`src/rtl/sec_irq_ctrl.sv`:
```
module sec_irq_ctrl #(
  parameter int N = 16,
  parameter logic [7:0] BANK_PRESENT = 8'h2F,
  parameter int SELF_POS = 5
) (
  input  logic         clk,
  input  logic         rst_n,
  input  logic [N-1:0] evt_in,
  input  logic [7:0]   peer_l1,
  input  logic [7:0]   peer_l2,
  input  logic [5:0]   addr,
  input  logic [7:0]   wr_data,
  input  logic         wr_en,
  input  logic         rd_en,
  output logic [7:0]   rd_data,
  output logic         irq1_n,
  output logic         irq2_n
);
  localparam int NB = (N + 7) / 8;
  localparam int EB = (2 * N + 7) / 8;
  localparam logic [5:0] A_CTRL = 6'h00, A_PRI1 = 6'h01, A_PRI2 = 6'h02;
  localparam logic [5:0] A_ST1 = 6'h08, A_MK1 = 6'h0C, A_ST2 = 6'h10, A_MK2 = 6'h14, A_EDG = 6'h18;

  logic [N-1:0]   s1, s2, s3;
  logic [N-1:0]   st1, st2, mk1, mk2;
  logic [2*N-1:0] edg;
  logic           cor;
  logic [N-1:0]   rise, fall, ev, clr1, clr2, en_any;
  logic [3:0][7:0] st1_b, st2_b, mk1_b, mk2_b;
  logic [7:0][7:0] edg_b;
  logic           own1, own2;
  logic [7:0]     pri1, pri2, rmux;

  always_ff @(posedge clk or negedge rst_n)
    if (!rst_n) {s1, s2, s3} <= '0;
    else {s1, s2, s3} <= {evt_in, s1, s2};

  assign rise = s2 & ~s3;
  assign fall = s3 & ~s2;

  always_comb
    for (int i = 0; i < N; i++) begin
      ev[i]     = (rise[i] & edg[2*i+1]) | (fall[i] & edg[2*i]);
      en_any[i] = edg[2*i+1] | edg[2*i];
      clr1[i]   = (addr == 6'(A_ST1 + i/8)) && ((wr_en && !cor && wr_data[i%8]) || (rd_en && cor));
      clr2[i]   = (addr == 6'(A_ST2 + i/8)) && ((wr_en && !cor && wr_data[i%8]) || (rd_en && cor));
    end

  always_ff @(posedge clk or negedge rst_n)
    if (!rst_n) begin
      st1 <= '0; st2 <= '0; mk1 <= '1; mk2 <= '1; edg <= '0; cor <= 1'b0;
    end else begin
      st1 <= (st1 & ~clr1) | (ev & ~mk1);
      st2 <= (st2 & ~clr2) | (ev & ~mk2);
      if (wr_en && addr == A_CTRL) cor <= wr_data[0];
      for (int i = 0; i < N; i++) begin
        if (wr_en && addr == 6'(A_MK1 + i/8)) mk1[i] <= wr_data[i%8];
        if (wr_en && addr == 6'(A_MK2 + i/8)) mk2[i] <= wr_data[i%8];
      end
      for (int i = 0; i < 2*N; i++)
        if (wr_en && addr == 6'(A_EDG + i/8)) edg[i] <= wr_data[i%8];
    end

  assign own1   = |(st1 & ~mk1);
  assign own2   = |(st2 & ~mk2);
  assign irq1_n = ~own1;
  assign irq2_n = ~own2;

  assign pri1 = BANK_PRESENT & ((peer_l1 & ~(8'd1 << SELF_POS)) | (8'(own1) << SELF_POS));
  assign pri2 = BANK_PRESENT & ((peer_l2 & ~(8'd1 << SELF_POS)) | (8'(own2) << SELF_POS));

  assign st1_b = 32'(st1);
  assign st2_b = 32'(st2);
  assign mk1_b = 32'(mk1);
  assign mk2_b = 32'(mk2);
  assign edg_b = 64'(edg);

  always_comb begin
    rmux = 8'h00;
    if (addr == A_CTRL) rmux = {7'b0, cor};
    else if (addr == A_PRI1) rmux = pri1;
    else if (addr == A_PRI2) rmux = pri2;
    else if (addr[5:2] == A_ST1[5:2] && 32'(addr[1:0]) < NB) rmux = st1_b[addr[1:0]];
    else if (addr[5:2] == A_MK1[5:2] && 32'(addr[1:0]) < NB) rmux = mk1_b[addr[1:0]];
    else if (addr[5:2] == A_ST2[5:2] && 32'(addr[1:0]) < NB) rmux = st2_b[addr[1:0]];
    else if (addr[5:2] == A_MK2[5:2] && 32'(addr[1:0]) < NB) rmux = mk2_b[addr[1:0]];
    else if (addr[5:3] == A_EDG[5:3] && 32'(addr[2:0]) < EB) rmux = edg_b[addr[2:0]];
  end

  always_ff @(posedge clk or negedge rst_n)
    if (!rst_n) rd_data <= 8'h00;
    else if (rd_en) rd_data <= rmux;

  p_no_edge_no_set_r2: assert property (@(posedge clk) disable iff (!rst_n)
    ((st1 & ~$past(st1)) & ~$past(en_any)) == '0 && ((st2 & ~$past(st2)) & ~$past(en_any)) == '0);

  p_masked_no_set_r3: assert property (@(posedge clk) disable iff (!rst_n)
    ((st1 & ~$past(st1)) & $past(mk1)) == '0 && ((st2 & ~$past(st2)) & $past(mk2)) == '0);

  p_full_mask_quiet_r4: assert property (@(posedge clk) disable iff (!rst_n)
    (&mk1 |-> irq1_n) and (&mk2 |-> irq2_n));

  p_clear_needs_access_r9: assert property (@(posedge clk) disable iff (!rst_n)
    (($past(st1) & ~st1) != '0 || ($past(st2) & ~st2) != '0) |-> $past(wr_en || rd_en));

  p_rdata_hold_r11: assert property (@(posedge clk) disable iff (!rst_n)
    !$past(rd_en) |-> $stable(rd_data));
endmodule

```
`config.mk`:
```
export PLATFORM = sky130hd
export DESIGN_NAME = sec_irq_ctrl
export DESIGN_NICKNAME = d
export VERILOG_FILES = /design/src/rtl/sec_irq_ctrl.sv
export SDC_FILE = /design/constraint.sdc
export NUM_CORES = 1
export LEC_CHECK = 0
export BUFFER_PORTS_ARGS = -buffer_cell sky130_fd_sc_hd__buf_2
export CORE_MARGIN = 2
export CORE_UTILIZATION = 45
export CTS_BUF_LIST = sky130_fd_sc_hd__clkbuf_16
export DETAILED_ROUTE_END_ITERATION = 10
export HOLD_SLACK_MARGIN = 0.08
export MAX_ROUTING_LAYER = met4
export PLACE_DENSITY = 0.72
export SYNTH_ARGS = -nofsm -noshare
export SYNTH_HDL_FRONTEND = slang
export SYNTH_SLANG_ARGS = --single-unit
```
`constraint.sdc`:
```
create_clock -name clk -period 1.8 [get_ports clk]
set_input_delay 0.18 -clock clk [delete_from_list [all_inputs] [get_ports clk]]
set_output_delay 0.18 -clock clk [all_outputs]
set_load 0.02 [all_outputs]
```
==> flow_summary.json <==
{
  "cp-end-kind": "output port",
  "nNetsFinal": 776,
  "synth_warnings": 0,
  "avgViaCountPerCell": 5.904,
  "p_leak_nw": 3.954,
  "cts-root-buf": "clkbuf_16",
  "first_global_vias": 5607,
  "grt_max_degree": 52,
  "yosys_most_used_dff": "dfrtp_1",
  "critPathMaxStageDelay_ps": 530,
  "clock_latency_ps": 430,
  "gp_congestion": 0.9894,
  "coreArea_um2": 15030,
  "wl_per_cell_um": 21.30,
  "synth-simple-area-share_pct": 9.484,
  "areaGrowthSynthToFinish_pct": 29.68,
  "avgSynthCellArea_um2": 11.99,
  "grt_pass1_wl_mm": 31.23,
  "place_ws_ps": -190.3,
  "path_delay_family": "flip-flops",
  "first_pass_iters": 5,
  "layout-drive-gt1-share_pct": 41.81,
  "antenna_cells": 0,
  "synth_compound_area_share_pct": 12.82,
  "routed_wl_mm": 19.75,
  "drc": 0,
  "tightest_slew_ps": 552.7,
  "synthAdderAreaFrac_pct": 0,
  "synth_top_family_by_area": "multiplexers",
  "worstPathArrival_ps": 1970,
  "cts_tree": "done",
  "setup_tns_ps": -538.0,
  "h-tree-depth": 4,
  "initial_core_util_pct": 45.46,
  "synth-xor-area-share_pct": 0,
  "rsz0062_at_grt": "yes",
  "fill_cells": 1185,
  "dieArea_um2": 16190,
  "required_ps": 1620,
  "die_x_um": 127.2,
  "multi_input_area_um2": 2932,
  "antenna_left": 0,
  "worstPathMaxFanout": 2,
  "setup_viol": 2,
  "hpwl_mm": 14.19,
  "worst_path_max_delay_cell": "dfstp_2",
  "status": "complete, but fails checks",
  "violations": "negative setup slack",
  "syn_nets": 620,
  "grt_antenna_before_repair": 0,
  "io_pins": 60,
  "synth_edf_count": 0,
  "fmax_ghz": 0.4660,
  "cap_violations": 0,
  "syn_area_um2": 6834,
  "clk_path_buf_depth": 2,
  "globalRouteOverflowTotal": 0,
  "ir_worst_vdd_uv": 660.5,
  "clock_skew_ps": 7.874,
  "synth_mux_area_share_pct": 17.85,
  "cp_cell_sequence": "nor2b_2 > a2111oi_4 > buf_4 > nand4_1 > inv_1 > buf_6",
  "relSlewSlack_pct": 62.98,
  "p_per_area_nw_per_um2": 1001,
  "clkTransAtPathRegs_ps": 60,
  "row_count": 45,
  "seq_area_um2": 3869,
  "port_buffers": 51,
  "critPathKind": "reg -> out",
  "drtIter0Drc": 536,
  "synth_cell_types": 54,
  "ys_seq_elements": 153,
  "timing.final.ws_setup_ps": -346.1,
  "via_count": 5473,
  "slew_violations": 0,
  "timing.hold.ws_ps": 112.7,
  "final-hold-violation-count": 0,
  "async_flop_share_pct": 100.0,
  "fin_crit_sh_pct": 119.2,
  "hp-class": "in -> reg",
  "final_core_util_pct": 58.95,
  "min_period_ps": 2146,
  "die_y_um": 127.2,
  "syn_inst": 570,
  "clock_sinks": 153,
  "startpoint_type": "flip-flop",
  "crit_buf_inv": 3,
  "grt_use_total_pct": 26.53,
  "numCtsBuffers": 17,
  "synth-seq-area-share_pct": 56.61
}
## layer usage
metal	track usage, %	part of all wire, %
met1	33.57	41
met2	40.26	47
met3	6.784	7.3
met4	12.61	5.2
met5	-	0
## repair_timing
action | CTS | global route
gates resized for setup | 22 | 11
pin swaps | 6 | 5
buffers inserted | 6 | 0
hold buffers | 18 | 0
endpoints found under the setup margin | 4 | 6
endpoints found under the hold margin | 66 | 0
## worst paths after layout
| check | end | slack, ps | start | cells past startpoint |
|---|---|---|---|---|
| setup / recovery | irq1_n | -350 | mk1[15] | 6 |
| hold / removal | rd_data[2] | 110 | peer_l1[2] | 3 |
| setup reg to reg | rd_data[5] | 60 | mk1[15] | 6 |
| hold reg to reg | s2[14] | 350 | s1[14] | 0 |
| max in group asynchronous | mk1[15] | 850 | rst_n | 3 |
| min in group asynchronous | s1[9] | 260 | rst_n | 2 |
## cell usage in the layout, fill, tap and decap left out, drive strengths merged, types with 3 or more instances in the layout
master and n:
nor2 25, o41ai 3, o2bb2ai 3, nand4 3, a2111oi 6, inv 31, o2111ai 5, o22ai 9
mux2i 27, mux2 70, nand2 36, dlygate4sd3 18, clkinvlp 3, o211ai 5, buf 139, and2 3
a31oi 16, nor3 5, nand3 4, nand2b 17, mux4 7, o21ai 77, clkbuf 17, nor2b 11
a21oi 13, clkinv 7, dfstp 32, nor3b 3, dfrtp 121
## state kept, by name, indices dropped and copies added, names as in the netlist
register / flops
rd_data: 8
s2: 16
edg: 32
mk1: 16
mk2: 16
st1: 16
st2: 16
s3: 16
cor: 1
s1: 16
## Yosys cell counts, drive strengths merged (13+ instances only)
library cell / instances / area [µm²]
nor2: 25 / 93.84
inv: 28 / 105.1
nand2b: 17 / 106.4
o21ai: 77 / 385.4
buf: 16 / 101.3
dfstp: 32 / 840.8
nand2: 36 / 142.6
a31oi: 16 / 100.1
mux2: 70 / 792.0
a21oi: 13 / 65.06
mux2i: 27 / 270.3
dfrtp: 121 / 3028
## through the flow
step | area [µm²] | cells | total power [mW]
floorplan | 6840 | 570 | 4.719
global placement | 7886 | 871 | 5.239
detailed placement | 7886 | 871 | 5.300
CTS | 8790 | 927 | 8.834
global route | 8862 | 927 | 9.209
finish | 8862 | 927 | 8.868
## layout make-up
cell class,instances,share of cell area [%]
inverter,28,1.186
timing repair buffer,157,13.10
sequential,153,43.65
multi-input combinational,369,33.08
clock inverter,15,1.525
clock buffer,17,4.800
tap,188,2.654
## tightest hold or removal path, delay by kind of cell
kind,cells,cell delay (ps)
AOI/OAI and AO/OA,2,230
buffers and inverters,1,100
## power breakdown
group	internal, mW	switching (mW)	leakage (nW)
Combinational	0.631	0.655	1.94
Clock	2.01	1.40	0.276
Sequential	3.86	0.308	1.73
## logic make-up after synthesis
logic type / count (synthesis)
AND/OR/NAND/NOR: 119
AO/OA/AOI/OAI: 146
flip-flops: 153
multiplexers: 104
buffers and inverters: 48
No activity file was read; power rests on OpenSTA's default activity.
